==> src/rtl/tmr_pkg.sv <==
package tmr_pkg;
    localparam int TAP_N = 5;

    typedef enum logic [2:0] {
        CS_OFF      = 3'd0,
        CS_TAP0     = 3'd1,
        CS_TAP1     = 3'd2,
        CS_TAP2     = 3'd3,
        CS_TAP3     = 3'd4,
        CS_TAP4     = 3'd5,
        CS_EXT_FALL = 3'd6,
        CS_EXT_RISE = 3'd7
    } clk_sel_e;

    typedef enum logic {
        PIN_LOW  = 1'b0,
        PIN_HIGH = 1'b1
    } pin_state_e;
endpackage

==> src/rtl/tmr_pin_edge.sv <==
module tmr_pin_edge
    import tmr_pkg::*;
#(
    parameter int SYNC_N = 2
) (
    input  logic clk,
    input  logic rst_n,
    input  logic pin_i,
    output logic rise_o,
    output logic fall_o
);
    logic [SYNC_N-1:0] sync_q;
    logic              pin_s;
    pin_state_e        state_q, state_d;

    // Synchronizer chain, one flop per stage
    generate
        for (genvar i = 0; i < SYNC_N; i++) begin : g_sync
            if (i == 0) begin : g_first
                always_ff @(posedge clk or negedge rst_n)
                    if (!rst_n) sync_q[0] <= 1'b0;
                    else        sync_q[0] <= pin_i;
            end else begin : g_next
                always_ff @(posedge clk or negedge rst_n)
                    if (!rst_n) sync_q[i] <= 1'b0;
                    else        sync_q[i] <= sync_q[i-1];
            end
        end
    endgenerate

    assign pin_s = sync_q[SYNC_N-1];

    // State register
    always_ff @(posedge clk or negedge rst_n)
        if (!rst_n) state_q <= PIN_LOW;
        else        state_q <= state_d;

    // Next state and outputs
    always_comb begin
        state_d = state_q;
        rise_o  = 1'b0;
        fall_o  = 1'b0;
        unique case (state_q)
            PIN_LOW: if (pin_s) begin
                state_d = PIN_HIGH;
                rise_o  = 1'b1;
            end
            PIN_HIGH: if (!pin_s) begin
                state_d = PIN_LOW;
                fall_o  = 1'b1;
            end
        endcase
    end
endmodule

==> src/rtl/tmr_tick_select.sv <==
module tmr_tick_select
    import tmr_pkg::*;
(
    input  clk_sel_e         sel_i,
    input  logic [TAP_N-1:0] taps_i,
    input  logic             ext_rise_i,
    input  logic             ext_fall_i,
    output logic             tick_o
);
    always_comb begin
        tick_o = 1'b0;
        unique case (sel_i)
            CS_OFF:      tick_o = 1'b0;
            CS_TAP0:     tick_o = taps_i[0];
            CS_TAP1:     tick_o = taps_i[1];
            CS_TAP2:     tick_o = taps_i[2];
            CS_TAP3:     tick_o = taps_i[3];
            CS_TAP4:     tick_o = taps_i[4];
            CS_EXT_FALL: tick_o = ext_fall_i;
            CS_EXT_RISE: tick_o = ext_rise_i;
        endcase
    end
endmodule

==> src/rtl/tmr_count_core.sv <==
module tmr_count_core #(
    parameter int CNT_W    = 16,
    parameter int NARROW_W = 8
) (
    input  logic             clk,
    input  logic             rst_n,
    input  logic             tick_i,
    input  logic             wide_i,
    input  logic             top_cmp_i,
    input  logic [CNT_W-1:0] cmp_i,
    input  logic             wr_en_i,
    input  logic [CNT_W-1:0] wr_data_i,
    input  logic             ovf_clr_i,
    output logic [CNT_W-1:0] count_o,
    output logic             at_top_o,
    output logic             ovf_o
);
    localparam logic [CNT_W-1:0] WIDE_MAX   = '1;
    localparam logic [CNT_W-1:0] NARROW_MAX = {{(CNT_W-NARROW_W){1'b0}}, {NARROW_W{1'b1}}};

    logic [CNT_W-1:0] cnt_q, cnt_d, cnt_eff, top_val, mode_max;
    logic             ovf_q, ovf_d, wrap;

    always_comb begin
        mode_max = wide_i ? WIDE_MAX : NARROW_MAX;
        cnt_eff  = cnt_q & mode_max;
        top_val  = top_cmp_i ? (cmp_i & mode_max) : mode_max;
        wrap     = (cnt_eff == top_val) || (cnt_eff == mode_max);

        if (wr_en_i)     cnt_d = wr_data_i & mode_max;
        else if (tick_i) cnt_d = wrap ? '0 : cnt_eff + 1'b1;
        else             cnt_d = cnt_q;

        ovf_d = (tick_i && !wr_en_i && wrap) || (ovf_q && !ovf_clr_i);
    end

    always_ff @(posedge clk or negedge rst_n)
        if (!rst_n) begin
            cnt_q <= '0;
            ovf_q <= 1'b0;
        end else begin
            cnt_q <= cnt_d;
            ovf_q <= ovf_d;
        end

    assign count_o  = cnt_eff;
    assign at_top_o = (cnt_eff == top_val);
    assign ovf_o    = ovf_q;
endmodule

==> src/rtl/tmr_counter_unit.sv <==
module tmr_counter_unit
    import tmr_pkg::*;
#(
    parameter int CNT_W    = 16,
    parameter int NARROW_W = 8,
    parameter int SYNC_N   = 2
) (
    input  logic             clk,
    input  logic             rst_n,
    input  logic [2:0]       clk_sel,
    input  logic             wide_mode,
    input  logic             top_from_cmp,
    input  logic [CNT_W-1:0] cmp_val,
    input  logic             ext_pin,
    input  logic [TAP_N-1:0] pre_taps,
    input  logic             wr_en,
    input  logic [CNT_W-1:0] wr_data,
    input  logic             ovf_clr,
    output logic [CNT_W-1:0] count,
    output logic             at_top,
    output logic             ovf_flag
);
    logic ext_rise, ext_fall, tick;

    tmr_pin_edge #(.SYNC_N(SYNC_N)) u_edge (
        .clk    (clk),
        .rst_n  (rst_n),
        .pin_i  (ext_pin),
        .rise_o (ext_rise),
        .fall_o (ext_fall)
    );

    tmr_tick_select u_sel (
        .sel_i      (clk_sel_e'(clk_sel)),
        .taps_i     (pre_taps),
        .ext_rise_i (ext_rise),
        .ext_fall_i (ext_fall),
        .tick_o     (tick)
    );

    tmr_count_core #(.CNT_W(CNT_W), .NARROW_W(NARROW_W)) u_core (
        .clk       (clk),
        .rst_n     (rst_n),
        .tick_i    (tick),
        .wide_i    (wide_mode),
        .top_cmp_i (top_from_cmp),
        .cmp_i     (cmp_val),
        .wr_en_i   (wr_en),
        .wr_data_i (wr_data),
        .ovf_clr_i (ovf_clr),
        .count_o   (count),
        .at_top_o  (at_top),
        .ovf_o     (ovf_flag)
    );
endmodule

==> config.mk <==
export PLATFORM = sky130hd
export DESIGN_NAME = tmr_counter_unit
export DESIGN_NICKNAME = d
export VERILOG_FILES = /design/src/rtl/tmr_pkg.sv /design/src/rtl/tmr_pin_edge.sv /design/src/rtl/tmr_tick_select.sv /design/src/rtl/tmr_count_core.sv /design/src/rtl/tmr_counter_unit.sv
export SDC_FILE = /design/constraint.sdc
export NUM_CORES = 1
export LEC_CHECK = 0
export BUFFER_PORTS_ARGS = -buffer_cell sky130_fd_sc_hd__buf_2
export CORE_MARGIN = 2
export CORE_UTILIZATION = 46
export DETAILED_ROUTE_END_ITERATION = 8
export PLACE_DENSITY = 0.83
export SKIP_LAST_GASP = 1
export SYNTH_ARGS = -nofsm -noshare
export SYNTH_HDL_FRONTEND = slang
export SYNTH_SLANG_ARGS = --single-unit
==> constraint.sdc <==
create_clock -name clk -period 1.8 [get_ports clk]
set_input_delay 0.09 -clock clk [delete_from_list [all_inputs] [get_ports clk]]
set_output_delay 0.09 -clock clk [all_outputs]
set_load 0.01 [all_outputs]
# [Yosys cells after proc, flatten, opt, wreduce, memory -nomap -nowiden]
# Index checks and enable logic that the tools add are counted.
[totals] ff_bits=20 input_bits=47 output_inout_bits=18
[classes] n_addsub=1 eq_ne=9 mux=10 bitwise_logic=3 n_reduce_logical=9
[op_table] cell="$mux W16" n=5
[op_table] cell="$and A16 B16 Y16" n=3
[op_table] cell="$eq A16 B16 Y1" n=2
[op_table] cell="$add A16 B1 Y16 const B" n=1
[op_table] cell="$eq A3 B3 Y1 const B" n=4
[op_table] cell="$pmux W1 S8" n=1
[op_table] cell="$eq A3 B2 Y1 const B" n=2
[op_table] cell="$mux W1" n=4
[op_table] cell="$eq A3 B1 Y1 const B" n=1
[op_table] cell="$logic_and A1 B1 Y1" n=3
[op_table] cell="$logic_not A3 Y1" n=1
[op_table] cell="$logic_not A1 Y1" n=2
[op_table] cell="$logic_or A1 B1 Y1" n=2
[op_table] cell="$reduce_bool A2 Y1" n=1

# [Logic depth before layout (Yosys ltp)]
# Gate-level depths: netlist of the first run.
[logic_depth] word_depth=8 ltp_mapped=8

# [By module]
# A second synthesis of the first run with hierarchy kept.
[hier_totals] cells_unflattened=204 hier_area_um2=1819.2
[by_module_without_submodules] mod="tmr_count_core" n_inst=1 cells_per_inst=194 area_each_um2=1665.3 seq_area_each_um2=425.4
[by_module_without_submodules] mod="tmr_pin_edge" n_inst=1 cells_per_inst=5 area_each_um2=90.1 seq_area_each_um2=75.1
[by_module_without_submodules] mod="tmr_tick_select" n_inst=1 cells_per_inst=5 area_each_um2=63.8 seq_area_each_um2=0.0

# [Worst setup path after synthesis of the first run]
# No wires, ideal clock.
[synth_path] kind="register -> register" start="reg u_core.cnt_q[8]" end="reg u_core.cnt_q[0]" setup_time_ns=0.129 t_arrival_ns=1.774 required_ns=1.671 setup_slack_ns=-0.103 stages_incl_launch_ff=9 path_buffers=2 synth_period_minus_slack_ns=1.903 path_cell_list="dfrtp_1 buf_2 or3b_1 a21oi_1 a311oi_1 or2_1 o211ai_4 buf_12 o31ai_2"
[synth_via] elab_chain_len=6
[synth_lines] item="from (decl)" line="tmr_count_core.sv:21" text="logic [CNT_W-1:0] cnt_q, cnt_d, cnt_eff, top_val, mode_max;"
[synth_lines] item="from (signal assigned)" line="tmr_count_core.sv:42" text="cnt_q <= cnt_d;"
[synth_lines] item="$and A16 B16 Y16 (*)" line="tmr_count_core.sv:26" text="cnt_eff = cnt_q & mode_max;"
[synth_lines] item="$eq A16 B16 Y1" line="tmr_count_core.sv:28" text="wrap = (cnt_eff == top_val) || (cnt_eff == mode_max);"
[synth_lines] item="$logic_or A1 B1 Y1 (*)" line="tmr_count_core.sv:28"
[synth_lines] item="$mux W16 (*) (2 in series)" line="tmr_count_core.sv:31" text="else if (tick_i) cnt_d = wrap ? '0 : cnt_eff + 1'b1;"
[synth_lines] item="$mux W16 (*)" line="tmr_count_core.sv:30" text="if (wr_en_i) cnt_d = wr_data_i & mode_max;"
# Mark *: on every way between the ends. The rest lies on a longest branch, timed or not. The select of a mux whose other input is x is not followed.
# A chain may end at the register's enable or synchronous reset.

# [Worst setup path in the final report of the first run]
[layout_path] start="reg u_core.cnt_q[8]" end="reg u_core.cnt_q[8]"
[layout_via] elab_chain_len=6
[layout_lines] item="$and A16 B16 Y16 (*)" line="tmr_count_core.sv:26"
[layout_lines] item="branches (longest 2 deep; another with $add A16 B1 Y16)"
[layout_lines] item="$mux W16 (*) (2 in series)" line="tmr_count_core.sv:31"
[layout_lines] item="$mux W16 (*)" line="tmr_count_core.sv:30"
# Every way passes the cells marked *. The select of a mux whose other input is x is not followed.

==> metrics.csv, run 1 <==
stage,metric,value,unit
job,maxCapViolCount,0,
power,internal_power,0.00102,W
synthesis,synth_seq_cells,20,
grt,grt_util_met1,31.1,%
routing,vias,2068,
status,status,"complete, but fails checks",
worst_setup_path,path_buf_inv,2,
clock_network,htreeDepth,1,
synthesis,synthMuxAreaShare,1.72,%
timing,fin_crit,2.01,ns
synthesis,synth_most_common_cell,dfrtp_1,
grt,grt_pass1_wl,8910,um
place,detailed_place.area,0.00236,mm2
worst_setup_path,r2r_setup_slack,-0.21,ns
synthesis,synthFlopType,dfrtp_1,
routing,first_iter_violations,147,
grt,first_global_vias,1936,
clock_network,clock-root-buffer,clkbuf_8,
min_path,hold_path.class,input pin to register,
routing,first_pass_iters,4,
grt,grt_usage,25.4,%
clock_network,path_clk_slew,0.08,ns
cells_and_area,n_antenna_cell,0,
power,swShare,35.3,%
status,violations,negative setup slack,
clock_network,cts_max_path_buffers,2,
power,seqPwrFrac,34.4,%
place,gp_congestion,0.889,
clock_network,cts-buffers-inserted,3,
clock_network,clock_latency,0.26,ns
cells_and_area,area_growth_syn_to_layout,35.8,%
worst_setup_path,arrival,2.15,ns
cells_and_area,n_fill_cell,354,
min_path,min_to,u_core.cnt_q[1],
grt,grt_overflow_total,0,
synthesis,synth_area_leaders,"dfrtp_1, buf_4, nand2b_1",
worst_setup_path,worstSetupStartpoint,u_core.cnt_q[8],
timing,rsz0062_at_grt,true,
synthesis,async_flop_share,100,%
synthesis,syn_area,0.00190,mm2
cells_and_area,final_area,0.00257,mm2
synthesis,netlist_instances,223,
synthesis,synth_compound_area_share,23.9,%
timing,slew_headroom,58.7,%
worst_setup_path,reg2reg_to,u_core.cnt_q[8],
power,power.switching,0.000557,W
timing,tightest_slew,0.617,ns
synthesis,yosys.area.top_type,dfrtp_1,
die,start_util,47.7,%
synthesis,postSynthNetCount,271,
timing,setup_ws,-0.209,ns
timing,finalHoldViolCount,0,
worst_setup_path,path_delay_family,simple AND/OR/NAND/NOR gates,
synthesis,avgSynthCellArea,8.50,um2
synthesis,yosys.area_share.xor_xnor,6.01,%
timing,max_clock_freq,0.498,GHz
min_path,hold_depth,3,
power,pwr_density_cell,614,mW/mm2
worst_setup_path,path_class,register to register,
power,total_power,0.00158,W
timing,final_max_slew_viol_count,0,
cells_and_area,layout.area.seq,502,um2
grt,antenna_found_initial,0,
synthesis,synth-edff-count,0,
place,dpl.hpwl,4260,um
worst_setup_path,crit_fanout,7,
die,rows,23,
place,port_buffers,64,
min_path,holdCritStartpoint,wr_data[1],
worst_setup_path,crit_cells,8,
worst_setup_path,cpMaxStageDelayCell,dfrtp_2,
routing,viasPerCell,5.70,
power,ir_drop,0.000503,V
synthesis,synth_top_area_share,26.4,%
grt,met3_usage,4.61,%
power,p_leak,1.19,nW
worst_setup_path,start_kind,register,
synthesis,yosysWarnings,0,
routing,drc,0,
synthesis,synth_cell_types,56,
routing,drt-total-wl,5830,um
cells_and_area,drive_above_1_share,44.1,%
worst_setup_path,cp.required,1.94,ns
worst_setup_path,cp-end-kind,register,
worst_setup_path,r2r_start,u_core.cnt_q[8],
clock_network,cts_tree,done,
die,core,0.00397,mm2
timing,fin_skew,0.00136,ns
worst_setup_path,reg2reg_depth,8,
cells_and_area,multi_input_area,0.00121,mm2
power,p_clk_share,22.5,%
synthesis,synthTopCellsByCount,"dfrtp_1, nand2b_1, buf_4, nand2_1, inv_1",
die,die_h,68.2,um
worst_setup_path,crit_chain,or3b_1 > a21oi_2 > a311oi_1 > or2_1 > buf_4 > o211ai_4 > buf_6 > o31ai_2,
worst_setup_path,slowest_delay,0.44,ns
power,p_comb_share,43.1,%
die,dieWidth,68.2,um
synthesis,yosys.area_share.adder,0.660,%
die,die-area,0.00465,mm2
timing,fin_crit_sh,112,%
routing,routedWlPerCell,16.1,um
grt,grt-busiest-layer,met2,
cells_and_area,nets,362,
grt,gr-usage-met2,45.4,%
synthesis,synthSimpleGateAreaFrac,29.9,%
clock_network,cts.sinks,20,
cells_and_area,fin_util,64.8,%
routing,ant_nets,0,
grt,grt_max_degree,26,
synthesis,seq_area_frac_synth,26.4,%
timing,setup_viol,17,
synthesis,synth_top_family_by_area,simple AND/OR/NAND/NOR gates,
die,ios,65,
-- routing by layer --
layer  up-vias  routed length (um)
met3        14                 396
met2        85                2960
met4         0                 126
met5         -                   0
li1        988                   -
met1       981                2350
-- cell usage in the layout, fill, tap and decap left out, types with 3 or more instances in the layout --
| master | netlist | routed |
|---|---|---|
| nand2_1 | 13 | 13 |
| dfrtp_1 | 20 | 19 |
| buf_4 | 13 | 36 |
| nor3b_1 | 3 | 3 |
| nand3_1 | 10 | 10 |
| buf_2 | 4 | 64 |
| buf_6 | 2 | 3 |
| a22oi_1 | 9 | 9 |
| o31ai_2 | 2 | 5 |
| nor3_1 | 4 | 4 |
| a21oi_1 | 11 | 10 |
| xnor2_1 | 8 | 8 |
| nor4b_1 | 3 | 3 |
| a31oi_1 | 3 | 3 |
| nor2_1 | 10 | 10 |
| o22ai_1 | 4 | 4 |
| clkbuf_8 | 0 | 4 |
| and2_1 | 6 | 5 |
| xor2_1 | 5 | 5 |
| and3_1 | 6 | 6 |
| inv_1 | 12 | 12 |
| nand4_1 | 8 | 8 |
| nand2b_1 | 15 | 15 |
| o21ai_2 | 9 | 9 |
-- worst max-delay path by stage --
stage | endpoint | slack [ns]
after floorplan | u_core.cnt_q[0] | -0.05
after global placement | u_core.cnt_q[12] | -0.07
after detailed placement | u_core.cnt_q[12] | -0.12
after CTS | at_top | -0.17
after global routing | u_core.cnt_q[12] | -0.28
final | u_core.cnt_q[8] | -0.21
-- cell families (layout without fill, tap and decap cells) --
kind of cell	count (synthesis)	in the layout
multiplexers	2	2
buffers and inverters	35	125
XOR/XNOR	13	13
flip-flops	20	20
adder cells (fa/ha/maj)	1	1
AO/OA/AOI/OAI	58	58
AND/OR/NAND/NOR	94	94
-- flip-flops by register name, summed over array words and instances (netlist names) --
signal	cells
u_core.cnt_q	16
u_core.ovf_o	1
u_edge.pin_s	1
u_edge.state_q	1
u_edge.sync_q	1
-- area by class of cell --
type	count	share of cell area [%]
multi-input cells	168	47.1
repair buffers	107	26.8
flip-flops and latches	20	19.5
well taps	50	2.43
clock buffers	4	2.14
inverters	14	2.04
-- worst register-to-register path, cell delays in order (launching register included) --
cell and delay [ns]:
dfrtp_2 0.44, or3b_1 0.38, a21oi_2 0.13, a311oi_1 0.07
or2_1 0.24, buf_4 0.15, o211ai_4 0.23, buf_6 0.19
o31ai_2 0.08
-- what timing repair did --
item	CTS	global route
gates resized for setup	9	2
endpoints found under the hold margin	21	0
cloned	0	1
setup endpoints to repair	18	18
hold buffers	2	0
setup buffers	6	3
pin swaps	6	6
-- metrics by stage --
step | cells | setup slack (ns) | TNS [ns] | hold slack [ns]
finish | 363 | -0.209 | -2.73 | 0.0420
global route | 363 | -0.283 | -4.04 | 0.0554
CTS | 359 | -0.165 | -1.80 | 0.0433
detailed placement | 347 | -0.121 | -1.10 | 0.0755
global placement | 347 | -0.0715 | -0.524 | 0.0698
floorplan | 223 | -0.0467 | -0.356 | -0.206
-- power groups by stage --
stage                     clock (W)  sequential, W  combinational (W)
after floorplan                   0       0.000552           0.000393
after global placement            0       0.000550           0.000596
after detailed placement          0       0.000552           0.000612
after CTS                  0.000358       0.000542           0.000648
after global routing       0.000375       0.000548           0.000742
final                      0.000355       0.000543           0.000681
No activity file was read; power rests on OpenSTA's default activity.
==> inputs of run 2 (changes only) <==
--- a/config.mk
+++ b/config.mk
@@ -14,3 +14,4 @@
 export SYNTH_ARGS = -nofsm -noshare
 export SYNTH_HDL_FRONTEND = slang
 export SYNTH_SLANG_ARGS = --single-unit
+export TNS_END_PERCENT = 20
==> run 2 against run 1 <==
- the flow still finishes with violations (negative setup slack)
- count of clock-buffer cells in the layout unchanged
- largest cell class unchanged
- maximum frequency increased by 2.3%
- core utilization decreased by 2.0 points
- sequential share of layout area increased by 0.59 points
- design area decreased by 3.2%
- clock power increased by 3%
- setup slack improved by 0.045 ns
==> metrics.csv, run 2 (same netlist as run 1, synthesis figures left out) <==
stage,metric,value,unit
power,power.switching,0.000556,W
timing,fin_crit,1.96,ns
worst_setup_path,path_buf_inv,3,
timing,final_max_slew_viol_count,0,
worst_setup_path,reg2reg_to,u_core.cnt_q[1],
grt,grt_pass1_wl,8770,um
clock_network,htreeDepth,1,
worst_setup_path,slowest_delay,0.42,ns
routing,ant_nets,0,
die,core,0.00397,mm2
worst_setup_path,worstSetupStartpoint,u_core.cnt_q[9],
place,gp_congestion,0.904,
clock_network,clock-root-buffer,clkbuf_8,
job,maxCapViolCount,0,
clock_network,path_clk_slew,0.09,ns
cells_and_area,multi_input_area,0.00120,mm2
clock_network,cts.sinks,20,
routing,drt-total-wl,5520,um
power,p_comb_share,40.9,%
die,dieWidth,68.2,um
cells_and_area,final_area,0.00249,mm2
worst_setup_path,reg2reg_depth,9,
worst_setup_path,cpMaxStageDelayCell,dfrtp_1,
clock_network,cts_tree,done,
routing,vias,2049,
cells_and_area,layout.area.seq,500,um2
cells_and_area,n_antenna_cell,0,
timing,setup_ws,-0.165,ns
worst_setup_path,cp-endpoint,at_top,
power,pwr_density_cell,621,mW/mm2
routing,first_pass_iters,4,
worst_setup_path,path_delay_family,buffers and inverters,
worst_setup_path,arrival,1.87,ns
worst_setup_path,crit_top_cell,buf_4,
timing,setup_viol,17,
worst_setup_path,r2r_setup_slack,-0.16,ns
worst_setup_path,crit_chain,buf_4 > nand2b_1 > a31oi_1 > o31ai_2 > nand4_2 > buf_4 > nor2_2 > buf_2,
cells_and_area,layout_common_cells,"buf_2, buf_4, dfrtp_1",
clock_network,cts_max_path_buffers,2,
die,die_h,68.2,um
timing,fin_skew,0.00634,ns
power,swShare,35.9,%
cells_and_area,drive_above_1_share,42.3,%
clock_network,clock_latency,0.27,ns
worst_setup_path,cp-end-kind,output pin,
worst_setup_path,crit_cells,8,
grt,antenna_found_initial,0,
worst_setup_path,path_class,register to output pin,
die,rows,23,
worst_setup_path,start_kind,register,
cells_and_area,final_common_cell,buf_2,
routing,routedWlPerCell,15.5,um
cells_and_area,nets,354,
timing,tightest_slew,0.490,ns
cells_and_area,largest_register_ffs,16,
place,detailed_place.area,0.00234,mm2
worst_setup_path,crit_fanout,5,
place,dpl.hpwl,4140,um
power,p_leak,1.15,nW
timing,max_clock_freq,0.509,GHz
routing,viasPerCell,5.77,
timing,finalHoldViolCount,0,
min_path,hold_path.class,input pin to register,
timing,fin_crit_sh,109,%
timing,slew_headroom,67.3,%
routing,drc,0,
power,seqPwrFrac,35.4,%
cells_and_area,top_register,u_core.cnt_q,
timing,rsz0062_at_grt,true,
grt,grt_usage,25.2,%
worst_setup_path,r2r_start,u_core.cnt_q[9],
power,p_clk_share,23.7,%
die,die-area,0.00465,mm2
power,internal_power,0.000991,W
timing,setup_tns,-2.38,ns
power,ir_drop,0.000492,V
clock_network,cts-buffers-inserted,3,
die,ios,65,
grt,first_global_vias,1956,
grt,grt_overflow_total,0,
place,port_buffers,64,
status,status,"complete, but fails checks",
die,start_util,47.7,%
status,violations,negative setup slack,
grt,grt_max_degree,21,
cells_and_area,n_fill_cell,350,
worst_setup_path,cp.required,1.71,ns
routing,first_iter_violations,162,
cells_and_area,area_growth_syn_to_layout,31.5,%
==> run 2: cell count changes in the layout (fill, tap and decap cells not counted), sizes merged <==
| cell | delta |
|---|---|
| buf | -8 |
==> run 2: area by class of cell <==
type,instances,area share (%)
Multi-Input combinational cell,168,48.1
Timing Repair Buffer,99,24.9
Sequential cell,20,20.1
Inverter,14,2.11
Clock buffer,4,2.21
Tap cell,50,2.51
==> run 2: repair_timing <==
item,in CTS,in global routing
gates resized for setup,2,5
hold endpoints to repair,21,0
cloned,0,1
pin swaps,2,9
setup buffers,3,0
hold buffers,2,0
setup endpoints to repair,18,18
==> run 2: worst min-delay path by stage <==
| stage | depth (start not counted) | end | startpoint |
|---|---|---|---|
| after floorplan | 0 | u_core.cnt_q[0] | rst_n |
| after global placement | 1 | u_core.cnt_q[11] | rst_n |
| after detailed placement | 1 | u_core.cnt_q[11] | rst_n |
| after CTS | 3 | u_core.cnt_q[1] | wr_data[1] |
| after global routing | 3 | u_core.cnt_q[1] | wr_data[1] |
| final | 3 | u_core.cnt_q[1] | wr_data[1] |
==> run 2: tightest hold or removal path: cells and delay by family <==
kind                   cells  cell delay [ns]
buffers and inverters      1             0.07
AO/OA/AOI/OAI              2             0.11
==> run 2: layer usage <==
metal | vias to the layer above | GRT usage [%] | routed length [um]
li1 | 969 | - | -
met1 | 956 | 30.6 | 2120
met2 | 107 | 45.4 | 2800
met3 | 17 | 3.95 | 437
met4 | 0 | 7.75 | 158
met5 | - | 0 | 0
==> run 2: power by group through the flow <==
stage               logic (W)  registers (W)  clock network [W]
floorplan            0.000391       0.000552                  0
detailed placement   0.000601       0.000552                  0
CTS                  0.000616       0.000545           0.000357
global placement     0.000586       0.000551                  0
finish               0.000633       0.000547           0.000367
global route         0.000692       0.000554           0.000383
==> run 2: stage by stage <==
stage	setup WS (ns)	hold slack, ns	util (%)	std cells	power, W
after detailed placement	-0.101	0.0752	59.0	345	0.00115
after global placement	-0.0121	0.0675	59.0	345	0.00114
after global routing	-0.247	0.0523	62.8	355	0.00163
after floorplan	-0.0497	-0.206	-	223	0.000943
final	-0.165	0.0328	62.8	355	0.00155
after CTS	-0.139	0.0438	61.7	354	0.00152
==> inputs of run 3 (changes only) <==
==> constraint.sdc (replaced) <==
create_clock -name clk -period 1.8 [get_ports clk]
set_input_delay 0.09 -clock clk [delete_from_list [all_inputs] [get_ports clk]]
set_output_delay 0.09 -clock clk [all_outputs]
set_load 0.05 [all_outputs]
==> run 3 against run 2 <==
- the run still ends with negative setup slack left
- largest cell class unchanged
- routed wire length grew 6.3%
- hold slack gained 0.017 ns
- clock power shrank 17%
- sequential share of layout area shrank 0.55 points
- cell count grew 2.5%
- core utilization grew 1.8 points
- flip-flop and latch count is the same
- die area is the same
- count of clock-buffer cells in the layout shrank 1
- critical path depth shrank 1
==> metrics.csv, run 3 (same netlist as run 1, synthesis figures left out) <==
stage,metric,value,unit
worst_setup_path,slowest_delay,0.43,ns
place,dpl.hpwl,4360,um
grt,grt_pass1_wl,9140,um
clock_network,cts_tree,done,
worst_setup_path,reg2reg_depth,8,
routing,top_layer,met4,
timing,setup_viol,18,
cells_and_area,n_antenna_cell,0,
clock_network,clock_latency,0.26,ns
die,dieWidth,68.2,um
place,port_buffers,64,
grt,grt_usage,26.2,%
worst_setup_path,crit_fanout,4,
clock_network,htreeDepth,1,
status,violations,negative setup slack,
timing,fin_crit,2.04,ns
min_path,hold_path.class,input pin to register,
routing,ant_nets,0,
power,pwr_density_cell,646,mW/mm2
routing,first_pass_iters,4,
routing,dr_wl_met3,429,um
place,pre_cts_ws,-0.116,ns
die,ios,65,
min_path,holdCritStartpoint,wr_data[3],
clock_network,cts.sinks,20,
clock_network,clock-root-buffer,clkbuf_8,
worst_setup_path,cp-end-kind,output pin,
power,internal_power,0.000976,W
timing,rsz0062_at_grt,true,
die,die_h,68.2,um
die,rows,23,
power,p_clk_share,18.4,%
timing,fin_skew,0.00614,ns
timing,max_clock_freq,0.490,GHz
cells_and_area,drive_above_1_share,44.6,%
place,detailed_place.area,0.00241,mm2
routing,vias,2137,
routing,first_iter_violations,151,
cells_and_area,layout.area.seq,500,um2
job,maxCapViolCount,0,
timing,fin_crit_sh,113,%
die,core,0.00397,mm2
cells_and_area,finalNonFillerCells,364,
clock_network,path_clk_slew,0.08,ns
worst_setup_path,arrival,1.95,ns
cells_and_area,top_register,u_core.cnt_q,
status,status,"complete, but fails checks",
cells_and_area,nets,364,
worst_setup_path,r2r_start,u_core.cnt_q[8],
cells_and_area,layout_common_cells,"buf_2, buf_4, dfrtp_1",
min_path,hold_depth,3,
timing,tightest_slew,0.513,ns
place,gp_congestion,0.923,
power,p_comb_share,48.8,%
routing,drc,0,
grt,first_global_vias,2042,
timing,final_max_slew_viol_count,0,
power,swShare,41.0,%
routing,drt-total-wl,5870,um
routing,routedWlPerCell,16.1,um
grt,antenna_found_initial,0,
power,p_leak,1.18,nW
cells_and_area,area_growth_syn_to_layout,35.2,%
cells_and_area,final_common_cell,buf_2,
worst_setup_path,cpMaxStageDelayCell,dfrtp_1,
routing,dr_wl_met2,2950,um
worst_setup_path,start_kind,register,
cells_and_area,largest_register_ffs,16,
clock_network,cts_max_path_buffers,2,
power,seqPwrFrac,32.8,%
clock_network,cts-buffers-inserted,3,
worst_setup_path,crit_top_cell,buf_6,
worst_setup_path,crit_chain,or3b_1 > a21oi_2 > a311oi_2 > or2_1 > buf_6 > nor2_4 > buf_6,
worst_setup_path,path_class,register to output pin,
timing,hold_slack,0.0499,ns
cells_and_area,final_area,0.00256,mm2
power,power.switching,0.000679,W
grt,grt_overflow_total,0,
cells_and_area,multi_input_area,0.00122,mm2
worst_setup_path,cp.required,1.71,ns
die,start_util,47.7,%
place,dp_cells,355,
timing,slew_headroom,65.8,%
die,die-area,0.00465,mm2
timing,finalHoldViolCount,0,
routing,viasPerCell,5.87,
routing,wl_met1,2260,um
power,ir_drop,0.000337,V
cells_and_area,fin_util,64.5,%
timing,setup_ws,-0.241,ns
grt,grt_max_degree,21,
cells_and_area,n_fill_cell,339,
worst_setup_path,worstSetupStartpoint,u_core.cnt_q[8],
-- run 3: changes by cell type in the layout (fill, tap and decap cells not counted), moves of 2 or more --
cell,delta
buf_4,+9
a21oi_2,+2
buf_6,+4
a21oi_1,-2
-- run 3: worst max-delay path, delay by kind of cell (launching register included) --
kind,cells,cell delay [ns]
simple gates,3,0.75
compound gates,2,0.21
flops,1,0.43
buf+inv,2,0.30
-- run 3: final timing paths --
path,endpoint,slack (ns)
max,at_top,-0.24
min,u_core.cnt_q[3],0.05
max reg2reg,u_core.cnt_q[11],-0.24
min reg2reg,u_edge.pin_s,0.35
max in group asynchronous,u_core.cnt_q[5],1.13
min in group asynchronous,u_core.cnt_q[14],0.32
-- run 3: metrics by stage --
stage	setup TNS (ns)	power, W
floorplan	-0.619	0.00107
global placement	-0.503	0.00128
detailed placement	-1.11	0.00130
CTS	-2.57	0.00163
global route	-4.26	0.00175
finish	-3.06	0.00165
-- run 3: what timing repair did --
action | CTS | global route
gates resized for setup | 7 | 7
hold buffers | 2 | 0
pin swaps | 5 | 1
setup endpoints to repair | 17 | 18
endpoints found under the hold margin | 21 | 0
setup buffers | 2 | 2
-- run 3: area by class of cell --
class	count	area share, %
Tap cell	50	2.44
Multi-Input combinational cell	168	47.7
Inverter	14	2.05
Sequential cell	20	19.5
Clock buffer	3	1.61
Timing Repair Buffer	109	26.7
-- run 3: power by group through the flow --
stage | sequential [W] | clock (W) | combinational [W]
after floorplan | 0.000552 | 0 | 0.000515
after global routing | 0.000547 | 0.000331 | 0.000868
after CTS | 0.000539 | 0.000307 | 0.000781
after detailed placement | 0.000550 | 0 | 0.000750
final | 0.000543 | 0.000305 | 0.000807
after global placement | 0.000546 | 0 | 0.000736
-- run 3: layer usage --
metal	GRT usage (%)	vias to the layer above
li1	-	988
met1	30.6	1020
met2	46.5	106
met3	4.28	23
met4	12.0	0
met5	0	-
